## config.mk

```make
export PLATFORM = sky130hd
export DESIGN_NAME = pg_seq
export DESIGN_NICKNAME = d
export VERILOG_FILES = /design/src/rtl/pg_seq_pkg.sv /design/src/rtl/pg_idle_qual.sv /design/src/rtl/pg_settle_cnt.sv /design/src/rtl/pg_seq_fsm.sv /design/src/rtl/pg_seq.sv
export SDC_FILE = /design/constraint.sdc
export NUM_CORES = 1
export LEC_CHECK = 0
export CAP_MARGIN = 20
export CORE_MARGIN = 2
export CORE_UTILIZATION = 55
export DETAILED_ROUTE_END_ITERATION = 7
export DONT_BUFFER_PORTS = 1
export PLACE_DENSITY = 0.7
export SYNTH_ARGS = -nofsm -noshare
export SYNTH_HDL_FRONTEND = slang
export SYNTH_SLANG_ARGS = --single-unit
```

## constraint.sdc

```tcl
create_clock -name clk_i -period 2.1 [get_ports clk_i]
set_clock_uncertainty 0.15 [all_clocks]
set_input_delay 0.42 -clock clk_i [delete_from_list [all_inputs] [get_ports clk_i]]
set_output_delay 0.42 -clock clk_i [all_outputs]
set_load 0.05 [all_outputs]
```

## src/rtl/pg_seq_pkg.sv

```systemverilog
package pg_seq_pkg;
  typedef enum logic [2:0] {
    PH_ACT, PH_ISO, PH_SAVE, PH_SLP, PH_OFF, PH_WON, PH_SETTLE, PH_RESTORE
  } phase_e;

  localparam logic [1:0] ST_ACTIVE   = 2'd0;
  localparam logic [1:0] ST_ENTERING = 2'd1;
  localparam logic [1:0] ST_OFF      = 2'd2;
  localparam logic [1:0] ST_WAKING   = 2'd3;

  function automatic logic [1:0] phase_status(phase_e p);
    case (p)
      PH_ACT:                    return ST_ACTIVE;
      PH_ISO, PH_SAVE, PH_SLP:   return ST_ENTERING;
      PH_OFF:                    return ST_OFF;
      default:                   return ST_WAKING;
    endcase
  endfunction
endpackage

```

## src/rtl/pg_idle_qual.sv

```systemverilog
module pg_idle_qual #(
  parameter int unsigned IDLE_CYCLES = 125000
) (
  input  logic clk_i,
  input  logic rst_ni,
  input  logic idle_i,
  output logic ok_o
);
  localparam int unsigned CW = (IDLE_CYCLES < 1) ? 1 : $clog2(IDLE_CYCLES + 1);

  generate
    if (IDLE_CYCLES == 0) begin : g_none
      assign ok_o = 1'b1;
    end else begin : g_cnt
      localparam logic [CW-1:0] LIMIT = CW'(IDLE_CYCLES);
      logic [CW-1:0] cnt_q;

      // consecutive idle edges, saturating at the limit
      always_ff @(posedge clk_i or negedge rst_ni) begin
        if (!rst_ni)          cnt_q <= '0;
        else if (!idle_i)     cnt_q <= '0;
        else if (cnt_q != LIMIT) cnt_q <= cnt_q + 1'b1;
      end

      assign ok_o = (cnt_q == LIMIT);
    end
  endgenerate
endmodule

```

## src/rtl/pg_settle_cnt.sv

```systemverilog
module pg_settle_cnt #(
  parameter int unsigned SETTLE_W = 8
) (
  input  logic                clk_i,
  input  logic                rst_ni,
  input  logic                load_i,
  input  logic                dec_i,
  input  logic [SETTLE_W-1:0] val_i,
  output logic                zero_o,
  output logic                done_o
);
  logic [SETTLE_W-1:0] cnt_q;

  always_ff @(posedge clk_i or negedge rst_ni) begin
    if (!rst_ni)     cnt_q <= '0;
    else if (load_i) cnt_q <= val_i;
    else if (dec_i)  cnt_q <= cnt_q - 1'b1;
  end

  assign zero_o = (val_i == '0);
  assign done_o = (cnt_q == SETTLE_W'(1));
endmodule

```

## src/rtl/pg_seq_fsm.sv

```systemverilog
module pg_seq_fsm
  import pg_seq_pkg::*;
(
  input  logic       clk_i,
  input  logic       rst_ni,
  input  logic       down_req_i,
  input  logic       wake_req_i,
  input  logic       idle_ok_i,
  input  logic       sw_ack_i,
  input  logic       settle_zero_i,
  input  logic       settle_done_i,
  output logic       settle_load_o,
  output logic       settle_dec_o,
  output logic       sleep_o,
  output logic       iso_o,
  output logic       save_o,
  output logic       restore_o,
  output logic [1:0] state_o,
  output logic       ready_o
);
  phase_e phase_q, phase_d;
  logic   pend_q;
  logic   entering;

  assign entering = (phase_q == PH_ISO) || (phase_q == PH_SAVE) || (phase_q == PH_SLP);

  always_comb begin
    phase_d = phase_q;
    case (phase_q)
      PH_ACT:     if (down_req_i && idle_ok_i) phase_d = PH_ISO;
      PH_ISO:     phase_d = PH_SAVE;
      PH_SAVE:    phase_d = PH_SLP;
      PH_SLP:     if (sw_ack_i) phase_d = PH_OFF;
      PH_OFF:     if (wake_req_i || pend_q) phase_d = PH_WON;
      PH_WON:     if (!sw_ack_i) phase_d = settle_zero_i ? PH_RESTORE : PH_SETTLE;
      PH_SETTLE:  if (settle_done_i) phase_d = PH_RESTORE;
      PH_RESTORE: phase_d = PH_ACT;
      default:    phase_d = PH_ACT;
    endcase
  end

  always_ff @(posedge clk_i or negedge rst_ni) begin
    if (!rst_ni) begin
      phase_q <= PH_ACT;
      pend_q  <= 1'b0;
    end else begin
      phase_q <= phase_d;
      // early wake is remembered until OFF is left
      if (phase_q == PH_OFF)          pend_q <= 1'b0;
      else if (entering && wake_req_i) pend_q <= 1'b1;
    end
  end

  assign settle_load_o = (phase_q == PH_WON) && !sw_ack_i;
  assign settle_dec_o  = (phase_q == PH_SETTLE);
  assign iso_o         = (phase_q != PH_ACT);
  assign sleep_o       = (phase_q == PH_SLP) || (phase_q == PH_OFF);
  assign save_o        = (phase_q == PH_SAVE);
  assign restore_o     = (phase_q == PH_RESTORE);
  assign state_o       = phase_status(phase_q);
  assign ready_o       = (phase_q == PH_ACT);
endmodule

```

## src/rtl/pg_seq.sv

```systemverilog
module pg_seq #(
  parameter int unsigned IDLE_CYCLES = 125000,
  parameter int unsigned SETTLE_W    = 8
) (
  input  logic                clk_i,
  input  logic                rst_ni,
  input  logic                idle_i,
  input  logic                down_req_i,
  input  logic                wake_req_i,
  input  logic                sw_ack_i,
  input  logic [SETTLE_W-1:0] settle_i,
  output logic                sleep_o,
  output logic                iso_o,
  output logic                save_o,
  output logic                restore_o,
  output logic [1:0]          state_o,
  output logic                ready_o
);
  logic idle_ok, s_zero, s_done, s_load, s_dec;

  pg_idle_qual #(.IDLE_CYCLES(IDLE_CYCLES)) u_idle (
    .clk_i (clk_i),
    .rst_ni(rst_ni),
    .idle_i(idle_i),
    .ok_o  (idle_ok)
  );

  pg_settle_cnt #(.SETTLE_W(SETTLE_W)) u_settle (
    .clk_i (clk_i),
    .rst_ni(rst_ni),
    .load_i(s_load),
    .dec_i (s_dec),
    .val_i (settle_i),
    .zero_o(s_zero),
    .done_o(s_done)
  );

  pg_seq_fsm u_fsm (
    .clk_i        (clk_i),
    .rst_ni       (rst_ni),
    .down_req_i   (down_req_i),
    .wake_req_i   (wake_req_i),
    .idle_ok_i    (idle_ok),
    .sw_ack_i     (sw_ack_i),
    .settle_zero_i(s_zero),
    .settle_done_i(s_done),
    .settle_load_o(s_load),
    .settle_dec_o (s_dec),
    .sleep_o      (sleep_o),
    .iso_o        (iso_o),
    .save_o       (save_o),
    .restore_o    (restore_o),
    .state_o      (state_o),
    .ready_o      (ready_o)
  );
endmodule

```

== After elaboration in Yosys (flattened, before gate mapping) ==
Cells that the tools add are included.
Storage, ports and cells
  flip-flop bits (word level): 29
  bits in latches: 0
  RAM bits: 0
  bits in read-only memories: 0
  input port bits: 14
  output and inout bits: 7
  word-level logic and storage cells: 51
  memories kept: 0
Operators by class
  add/subtract/negate cells: 2
  multipliers: 0
  divide/modulo/power cells: 0
  magnitude comparators: 0
  equal/unequal tests: 16
  shift operators: 0
  multiplexer cells: 14
  bitwise logic cells: 0
  reduce and logical (&&, ||, !) cells: 15
Operators with widths (count)
  $mux W17: 2
  $pmux W3 S8: 1
  $add A17 B1 Y17 const B: 1
  $eq A17 B17 Y1 const B: 1
  $ne A17 B17 Y1 const B: 1
  $mux W8: 2
  $mux W3: 5
  $eq A3 B3 Y1 const B: 4
  $eq A8 B1 Y1 const B: 1
  $logic_not A8 Y1: 1
  $sub A8 B1 Y8 const B: 1
  $eq A3 B2 Y1 const B: 2
  $ne A2 B1 Y1 const B: 3
  $ne A2 B2 Y1 const B: 3
  $pmux W2 S3: 1
  $reduce_and A5 Y1: 1
  $logic_or A1 B1 Y1: 4
  $reduce_bool A2 Y1: 2
  $eq A3 B1 Y1 const B: 1
  $logic_and A1 B1 Y1: 3
  $logic_not A3 Y1: 1
  $mux W1: 3
  $reduce_bool A3 Y1: 1
  $reduce_or A3 Y1: 1
  $logic_not A1 Y1: 1

== Depth between registers and ports, before layout ==
Gate-level depths: netlist of run 1.
  depth in word-level cells: 6
  gate-level depth with buffers: 6

== By module ==
Synthesis of run 1 repeated with hierarchy kept, for this count alone.
Second synthesis, totals
  cells, all modules: 192
  area, all modules: 1746.7 um^2
By module, submodules not included
  pg_idle_qual: times used 1, cells an instance 97, area each 912.1 um^2, sequential area each 425.4 um^2
  pg_settle_cnt: times used 1, cells an instance 59, area each 506.7 um^2, sequential area each 200.2 um^2
  pg_seq_fsm: times used 1, cells an instance 36, area each 327.8 um^2, sequential area each 100.1 um^2

== Worst setup path before layout of run 1 ==
Ideal clock, no wire load.
  path type: reg-to-output
  start point: reg u_fsm.phase_q[1]
  end point: out save_o
  arrival time: 1.755 ns
  setup slack: -0.225 ns
  stages on the path, launching flop included: 3
  cell sequence: dfrtp_1 > clkbuf_1 > nor3b_1
On the way
  cells in the longest elaborated chain, start to end: 1
RTL lines
  start: declaration: RTL line pg_seq_fsm.sv:21  | phase_e phase_q, phase_d;
  start signal: assignment: RTL line pg_seq_fsm.sv:47  | phase_q <= phase_d;
  $eq A3 B2 Y1: RTL line pg_seq_fsm.sv:58  | assign save_o = (phase_q == PH_SAVE);
  end: declaration: RTL line pg_seq.sv:14  | output logic save_o,
Every way passes these cells.

== Worst setup path in the final report of run 1 ==
  start point: reg u_fsm.phase_q[0]
  end point: out ready_o
On the way
  cells in the longest elaborated chain, start to end: 1
RTL lines
  $logic_not A3 Y1: RTL line pg_seq_fsm.sv:61  | assign ready_o = (phase_q == PH_ACT);
  end: declaration: RTL line pg_seq.sv:17  | output logic ready_o
Every way passes these cells.

==> results.toml, run 1 <==
[run_status]
run_status = "complete, no violations"

[pwr]
max-vdd-ir-drop_mv = 0.579
power.density_cell_area_nw_per_um2 = 1150
cellLeakagePower_nw = 0.804
power.total_mw = 2.18

[min_path]
min_from = "settle_i[1]"
hold_path_depth = 2
hold_class = "primary input to register"

[placement]
replace_congestion = 0.862
dp.final_hpwl_um = 2550
port_buffers = 0
place_area_um2 = 1760

[grt]
globalRoute.totalOverflow = 0
first_global_vias = 1414
pin_count_of_the_biggest_net_entering_global_routing = 30
grt_first_pass_wirelength_um = 5980
global_router_s_overall_resource_usage = 0.227
grt_antenna_before_repair = 0

[yosys]
synth_edf_count = 0
syn-instance-count = 185
synth.ff_latch_count = 29
synthesis.yosys.warnings = 0
synthesis.area_um2 = 1690
synth_flop_cell = "sky130_fd_sc_hd__dfrtp_1"
synth.lib_cells_used.distinct = 42
synth-seq-area-share = 0.431
synth.avg_cell_area_um2 = 9.11
async_reset_ff_frac = 1.00
synth.net_count = 203

[layout]
final_nets = 220
area_growth_syn_to_layout_pct = 12.8
layout_commonest_cell = "sky130_fd_sc_hd__dfrtp_1"
n_antenna_cell = 0
layout-drive-gt1-share = 0.158
final_area_um2 = 1900
n_fill_cell = 255
most-common-layout-cells = "sky130_fd_sc_hd__dfrtp_1, sky130_fd_sc_hd__nor2_1, sky130_fd_sc_hd__buf_4"
final_util = 0.638

[worst_setup_path]
cp-end-kind = "primary output"
worst_ep_arrival_time_ns = 1.51
critical-path-top-delay-family = "simple AND/OR/NAND/NOR gates"
criticalPathCategory = "register to primary output"
regToRegStartpoint = "u_fsm.phase_q[0]$_DFFE_PN0P_"
timing.critical_path.depth = 2
critical_path.cell_chain = "or3_4, clkinvlp_4"
worstRegToRegCells = 6
crit_path_start = "u_fsm.phase_q[0]$_DFFE_PN0P_"
timing.critical_path.slowest_cell_delay_ns = 0.50
slowest_cell_on_the_critical_path = "sky130_fd_sc_hd__or3_4"
required_ns = 1.53
critPathMaxFanout = 3
worstPathBufferInverterCount = 1
ff2ff_setup_slack_ns = 0.21
cp-start-kind = "register"

[cts]
tritoncts_clock_tree = "yes"
cts_root_buffer = "sky130_fd_sc_hd__clkbuf_4"
worstSkewPairLatency_ns = 0.33
clockBufferDepth = 2
cts-htree-levels = 2
number_of_clock_buffers_inserted_by_tritoncts = 5
clk_pin_slew_ns = 0.09
cts.sink_count = 29

[die]
rows = 20
die_height_um = 59.4
die_width_um = 59.4
initial_core_utilization = 0.566
core_area_um2 = 2980
pin_count = 21
die-area_um2 = 3520

[timing]
worstMarginPinSlew_ns = 0.452
achievable-frequency_ghz = 0.480
setup_viol = 0
period_minus_slack_ns = 2.08
timing_max_transition_violations_final = 0
slew_headroom = 0.696
total_count_of_hold_check_failures_in_the_final_report = 0
final.period_utilization = 0.992

[routing]
drt-initial-drc-count = 132
drt-total-wl_um = 3740
viasPerCell = 6.18
average_wire_per_standard_cell_um = 15.8
drc = 0
detailedRoute.firstPassIterationCount = 5
route.vias.total = 1459
ant_nets = 0

[run]
maxCapViolations = 0
[cells in the mapped netlist, drive strengths merged (6+ instances only)]
library cell,count,area share
inv,9,0.020
nor2,19,0.042
xnor2,7,0.036
dfrtp,29,0.43
a21oi,8,0.024
a221o,6,0.036
nand2,12,0.027
nand2b,8,0.030
o21ai,12,0.036
nand3,9,0.027
nor4,6,0.022
nor3,10,0.030
[metal layers]
metal  vias to the layer above  track usage  share of wire
met2                        34        0.396           0.52
met5                         -            0              0
met4                         0        0.104          0.017
met1                       715        0.266           0.42
li1                        703            -              -
met3                         7       0.0459          0.036
[report_power, final]
part	leakage [nW]	internal [mW]	switching, mW	total [mW]
combinational	0.396	0.437	0.625	1.06
clock	0.0265	0.133	0.191	0.324
sequential	0.382	0.670	0.125	0.795
[kinds of logic (layout without fill, tap and decap cells)]
kind of cell             after synthesis  in the layout  share of synthesized area
AND/OR/NAND/NOR                       87             87                      0.286
XOR/XNOR                               9              9                     0.0468
adder cells (fa/ha/maj)                4              4                     0.0297
multiplexers                           3              3                     0.0178
flip-flops                            29             29                      0.431
buffers and inverters                 17             35                     0.0445
AO/OA/AOI/OAI                         36             36                      0.145
[state kept, by name (all words and copies together), names as in the netlist]
signal / flops
u_fsm.phase_q: 3
u_fsm.pend_q: 1
u_idle.g_cnt.cnt_q: 17
u_settle.cnt_q: 8
[timing repair]
item,in CTS,in global routing
hold buffers,2,0
buffers inserted,3,5
setup endpoints to repair,1,1
resized for setup,2,0
endpoints found under the hold margin,29,0
pin swaps,1,1
[path summary, 6_finish.rpt]
kind | endpoint
worst max-delay path | ready_o
worst min-delay path | u_settle.cnt_q[1]$_DFFE_PN0P_
worst max register to register | u_settle.cnt_q[6]$_DFFE_PN0P_
worst min register to register | u_settle.cnt_q[6]$_DFFE_PN0P_
max in group asynchronous | u_fsm.phase_q[1]$_DFFE_PN0P_
min in group asynchronous | u_settle.cnt_q[5]$_DFFE_PN0P_
[final cells by class]
cell class / instances / area, um2 / share of cell area
clock buffer: 8 / 48.8 / 0.0257
sequential: 29 / 728 / 0.383
inverter: 9 / 37.5 / 0.0197
tap: 33 / 41.3 / 0.0217
timing repair buffer: 18 / 150 / 0.0790
multi-input combinational: 139 / 895 / 0.471
[through the flow]
stage / worst slack [ns] / instances / hold slack, ns / TNS, ns
6_report: 0.0171 / 236 / 0.0707 / 0
3_3_place_gp: 0.319 / 218 / -0.0250 / 0
5_1_grt: -0.0136 / 236 / 0.0741 / -0.0136
3_5_place_dp: 0.284 / 218 / -0.0249 / 0
2_1_floorplan: 0.0520 / 185 / -0.0256 / 0
4_1_cts: 0.00247 / 231 / 0.0650 / 0
No activity file was read; power rests on OpenSTA's default activity.
==> run 2: changes to the inputs <==
--- a/config.mk
+++ b/config.mk
@@ -11,6 +11,7 @@
 export DETAILED_ROUTE_END_ITERATION = 7
 export DONT_BUFFER_PORTS = 1
 export PLACE_DENSITY = 0.7
+export RECOVER_POWER = 25
 export SYNTH_ARGS = -nofsm -noshare
 export SYNTH_HDL_FRONTEND = slang
 export SYNTH_SLANG_ARGS = --single-unit
==> run 2 against run 1 <==
- hold slack got worse by 0.00091 ns
- combinational power about the same
- global-route usage unchanged
- clock-buffer cell count unchanged
- cell count unchanged
- worst setup slack better by 0.0051 ns
- core utilization fell by 0.50 points
- first-iteration DRC count rose by 7.6%
- sequential cell count unchanged
- non-clock buffer count did not move
- sequential power decreased by 0.5%
- wire length shrank 1.3%
- critical endpoint unchanged
- largest cell class unchanged
==> results.toml, run 2 (synthesis results as in run 1) <==
[run_status]
run_status = "complete, no violations"

[layout]
top_regs = "u_idle.g_cnt.cnt_q x17, u_settle.cnt_q x8, u_fsm.phase_q x3"
register_area_um2 = 728
n_antenna_cell = 0
layout_commonest_cell = "sky130_fd_sc_hd__dfrtp_1"
final_area_um2 = 1890
largest_reg_flops = 17
most-common-layout-cells = "sky130_fd_sc_hd__dfrtp_1, sky130_fd_sc_hd__nor2_1, sky130_fd_sc_hd__buf_4"
area_growth_syn_to_layout_pct = 11.9
largest_register = "u_idle.g_cnt.cnt_q"
n_fill_cell = 256
final_nets = 220
multi_input_combinational_cell_area_um2 = 895
final_util = 0.633
layout-drive-gt1-share = 0.158
finish.cell_count_without_fillers = 236

[routing]
drt-total-wl_um = 3690
drt-initial-drc-count = 142
viasPerCell = 6.14
ant_nets = 0
drc = 0
detailedRoute.firstPassIterationCount = 4
route.vias.total = 1448
average_wire_per_standard_cell_um = 15.6

[timing]
holdWs_ns = 0.0698
timing_max_transition_violations_final = 0
setup_viol = 0
total_count_of_hold_check_failures_in_the_final_report = 0
finalWorstSetupSlack_ns = 0.0222
timing.setup.tns_ns = 0
final.period_utilization = 0.989
worstMarginPinSlew_ns = 0.721
period_minus_slack_ns = 2.08
achievable-frequency_ghz = 0.481
slew_headroom = 0.520

[worst_setup_path]
timing.critical_path.slowest_cell_delay_ns = 0.50
r2r-end = "u_settle.cnt_q[2]$_DFFE_PN0P_"
worstRegToRegCells = 6
worstPathBufferInverterCount = 1
critical_path.cell_chain = "or3_4, clkinvlp_4"
cp-start-kind = "register"
criticalPathCategory = "register to primary output"
required_ns = 1.53
ff2ff_setup_slack_ns = 0.22
slowest_cell_on_the_critical_path = "sky130_fd_sc_hd__or3_4"
regToRegStartpoint = "u_fsm.phase_q[0]$_DFFE_PN0P_"
worst_ep_arrival_time_ns = 1.51
critical-path-top-delay-family = "simple AND/OR/NAND/NOR gates"
cp-end-kind = "primary output"
critPathMaxFanout = 3

[cts]
clockBufferDepth = 2
cts_root_buffer = "sky130_fd_sc_hd__clkbuf_4"
tritoncts_clock_tree = "yes"
cts-htree-levels = 2
cts.sink_count = 29
number_of_clock_buffers_inserted_by_tritoncts = 5
worstSkewPairLatency_ns = 0.33
clk_pin_slew_ns = 0.09

[placement]
pre_cts_ws_ns = 0.284
place.detailed.instances = 218
port_buffers = 0
place_area_um2 = 1760
dp.final_hpwl_um = 2550
replace_congestion = 0.862

[grt]
most_used_layer_global_route = "met2"
grt_first_pass_wirelength_um = 5980
groute.layer.met2.usage = 0.396
gr-usage-met1 = 0.266
globalRoute.totalOverflow = 0
grt_antenna_before_repair = 0
met3_global_route_usage = 0.0459
pin_count_of_the_biggest_net_entering_global_routing = 30
global_router_s_overall_resource_usage = 0.227
first_global_vias = 1414

[min_path]
min_from = "idle_i"
hold_path_end = "u_idle.g_cnt.cnt_q[16]$_DFFE_PN0P_"
hold_class = "primary input to register"
hold_path_depth = 2

[die]
pin_count = 21
initial_core_utilization = 0.566
rows = 20
die_width_um = 59.4
die_height_um = 59.4
die-area_um2 = 3520
core_area_um2 = 2980

[run]
maxCapViolations = 0

[pwr]
power.density_cell_area_nw_per_um2 = 1150
power.total_mw = 2.17
cellLeakagePower_nw = 0.799
max-vdd-ir-drop_mv = 0.581
[run 2: layout make-up]
| type | instances | area share |
|---|---|---|
| clock buffers | 8 | 0.0259 |
| inverters | 9 | 0.0199 |
| multi-input cells | 139 | 0.474 |
| flip-flops and latches | 29 | 0.386 |
| well taps | 33 | 0.0219 |
| repair buffers | 18 | 0.0717 |
[run 2: where the power goes]
| part | internal (mW) | total, mW | switching, mW | leakage (nW) |
|---|---|---|---|---|
| clock network | 0.133 | 0.325 | 0.192 | 0.0265 |
| logic | 0.433 | 1.06 | 0.623 | 0.390 |
| registers | 0.670 | 0.791 | 0.122 | 0.382 |
| total | 1.24 | 2.17 | 0.937 | 0.799 |
[run 2: how the worst max path moves through the flow]
stage / to / startpoint / slack [ns] / depth (start not counted)
floorplan: sleep_o / u_fsm.phase_q[1]$_DFFE_PN0P_ / 0.05 / 3
global placement: ready_o / u_fsm.phase_q[1]$_DFFE_PN0P_ / 0.32 / 2
detailed placement: ready_o / u_fsm.phase_q[1]$_DFFE_PN0P_ / 0.28 / 2
CTS: ready_o / u_fsm.phase_q[2]$_DFFE_PN0P_ / 0.002 / 2
global route: ready_o / u_fsm.phase_q[2]$_DFFE_PN0P_ / -0.01 / 2
finish: ready_o / u_fsm.phase_q[0]$_DFFE_PN0P_ / 0.02 / 2
[run 2: what timing repair did]
| action | 4_1_cts | 5_1_grt |
|---|---|---|
| resized for setup | 2 | 0 |
| pin swaps | 1 | 1 |
| endpoints found under the setup margin | 1 | 1 |
| hold endpoints to repair | 29 | 0 |
| buffers inserted | 3 | 5 |
| hold buffers | 2 | 0 |
[run 2: layer usage]
layer,share of wire,up-vias
met4,0.018,0
li1,-,704
met2,0.52,30
met3,0.035,7
met1,0.42,707
met5,0,-
==> run 3: changes to the inputs <==
--- a/config.mk
+++ b/config.mk
@@ -6,11 +6,13 @@
 export NUM_CORES = 1
 export LEC_CHECK = 0
 export CAP_MARGIN = 20
-export CORE_MARGIN = 2
-export CORE_UTILIZATION = 55
+export CELL_PAD_IN_SITES_DETAIL_PLACEMENT = 0
+export CELL_PAD_IN_SITES_GLOBAL_PLACEMENT = 2
+export CORE_MARGIN = 5
+export CORE_UTILIZATION = 38
 export DETAILED_ROUTE_END_ITERATION = 7
 export DONT_BUFFER_PORTS = 1
-export PLACE_DENSITY = 0.7
+export PLACE_DENSITY = 0.77
 export RECOVER_POWER = 25
 export SYNTH_ARGS = -nofsm -noshare
 export SYNTH_HDL_FRONTEND = slang
==> run 3 against run 2 <==
- non-clock buffer count down 6
- cell count increased by 5.5%
- sequential cell count stayed put
- via count down 2.0%
- worst setup slack improved by 0.016 ns
==> results.toml, run 3 (synthesis results as in run 1) <==
[routing]
drc = 0
viasPerCell = 5.70
drt-initial-drc-count = 83
drt-total-wl_um = 3820
route.vias.total = 1419
ant_nets = 0
average_wire_per_standard_cell_um = 15.3
detailedRoute.firstPassIterationCount = 4

[run_status]
run_status = "complete, no violations"

[layout]
layout_commonest_cell = "sky130_fd_sc_hd__dfrtp_1"
n_antenna_cell = 0
largest_reg_flops = 17
largest_register = "u_idle.g_cnt.cnt_q"
n_fill_cell = 435
top_regs = "u_idle.g_cnt.cnt_q x17, u_settle.cnt_q x8, u_fsm.phase_q x3"
register_area_um2 = 728
area_growth_syn_to_layout_pct = 12.6
finish.cell_count_without_fillers = 249
multi_input_combinational_cell_area_um2 = 895
final_nets = 214
most-common-layout-cells = "sky130_fd_sc_hd__dfrtp_1, sky130_fd_sc_hd__nor2_1, sky130_fd_sc_hd__nand2_1"
layout-drive-gt1-share = 0.142

[die]
die_width_um = 76.6
pin_count = 21
die_height_um = 76.6
initial_core_utilization = 0.390
rows = 24
die-area_um2 = 5870
core_area_um2 = 4320

[worst_setup_path]
timing.critical_path.slowest_cell_delay_ns = 0.52
cp-end-kind = "primary output"
crit_path_start = "u_fsm.phase_q[2]$_DFFE_PN0P_"
cp-start-kind = "register"
criticalPathCategory = "register to primary output"
regToRegStartpoint = "u_fsm.phase_q[1]$_DFFE_PN0P_"
worst_ep_arrival_time_ns = 1.49
critPathMaxFanout = 6
required_ns = 1.53
critical_path.cell_chain = "or3_4, clkinvlp_4"
slowest_cell_on_the_critical_path = "sky130_fd_sc_hd__or3_4"

[placement]
dp.final_hpwl_um = 2760
port_buffers = 0
pre_cts_ws_ns = 0.288
place.detailed.instances = 238
replace_congestion = 0.791

[grt]
global_router_s_overall_resource_usage = 0.141
first_global_vias = 1464
pin_count_of_the_biggest_net_entering_global_routing = 30
grt_antenna_before_repair = 0
grt_first_pass_wirelength_um = 6810
globalRoute.totalOverflow = 0

[min_path]
min_from = "idle_i"
hold_class = "primary input to register"

[timing]
worstMarginPinSlew_ns = 0.739
setup_viol = 0
period_minus_slack_ns = 2.06
slew_headroom = 0.507
total_count_of_hold_check_failures_in_the_final_report = 0
timing_max_transition_violations_final = 0
finalWorstSetupSlack_ns = 0.0382
final.period_utilization = 0.982
achievable-frequency_ghz = 0.485

[cts]
worstSkewPairLatency_ns = 0.28
cts-htree-levels = 2
clk_pin_slew_ns = 0.07
cts.sink_count = 29
number_of_clock_buffers_inserted_by_tritoncts = 5
tritoncts_clock_tree = "yes"
clockBufferDepth = 2
cts_root_buffer = "sky130_fd_sc_hd__clkbuf_8"

[pwr]
power.total_mw = 2.19
max-vdd-ir-drop_mv = 0.387
power.density_cell_area_nw_per_um2 = 1150
cellLeakagePower_nw = 0.787

[run]
maxCapViolations = 0
[run 3: cell count changes in the layout (fill, tap and decap cells not counted)]
| cell | before | now |
|---|---|---|
| sky130_fd_sc_hd__buf_4 | 16 | 10 |
| sky130_fd_sc_hd__clkbuf_4 | 5 | 0 |
| sky130_fd_sc_hd__clkbuf_8 | 0 | 5 |
| sky130_fd_sc_hd__clkbuf_1 | 3 | 1 |
| sky130_fd_sc_hd__clkinv_2 | 0 | 2 |
[run 3: final timing paths]
| kind | slack (ns) | cells after the start | to |
|---|---|---|---|
| min reg2reg | 0.38 | 1 | u_fsm.pend_q$_DFFE_PN0P_ |
| min in group asynchronous | 0.59 | 2 | u_fsm.phase_q[2]$_DFFE_PN0P_ |
| max reg2reg | 0.27 | 5 | u_settle.cnt_q[2]$_DFFE_PN0P_ |
| max in group asynchronous | 0.70 | 2 | u_fsm.phase_q[0]$_DFFE_PN0P_ |
| max | 0.04 | 2 | ready_o |
| min | 0.12 | 2 | u_idle.g_cnt.cnt_q[16]$_DFFE_PN0P_ |
[run 3: layer usage]
metal	wire, um	vias up	track usage
li1	-	687	-
met1	1680	703	0.164
met2	1930	21	0.241
met3	133	8	0.0343
met4	78	0	0.0699
met5	0	-	0
[run 3: power by group]
group	switching (mW)	total, mW	internal [mW]
combinational	0.583	0.937	0.354
clock	0.215	0.444	0.229
sequential	0.136	0.806	0.671
total	0.934	2.19	1.25
[run 3: worst max-delay path: cells and delay by family, from the launching register on]
family,cells,cell delay [ns]
AND/OR/NAND/NOR,1,0.52
flip-flops,1,0.44
buffers and inverters,1,0.24
[run 3: metrics by stage]
stage,hold slack [ns],util,cell area (um2),setup TNS (ns)
after floorplan,-0.0256,-,1700,0
after global placement,-0.0248,0.414,1790,0
after detailed placement,-0.0247,0.414,1790,0
after CTS,0.111,0.440,1900,0
after global routing,0.120,0.439,1900,-0.000849
final,0.122,0.439,1900,0
[run 3: final cells by class]
type / instances / area share
Tap cell: 52 / 0.0343
Clock inverter: 2 / 0.00527
Inverter: 9 / 0.0198
Sequential cell: 29 / 0.384
Timing Repair Buffer: 12 / 0.0475
Multi-Input combinational cell: 139 / 0.471
Clock buffer: 6 / 0.0382
[run 3: repair_timing]
item,4_1_cts,5_1_grt
pin swaps,1,1
hold buffers,2,0
gates resized for setup,1,1
endpoints found under the hold margin,29,0
gates cloned,0,0
buffers inserted,0,1
setup endpoints to repair,1,1
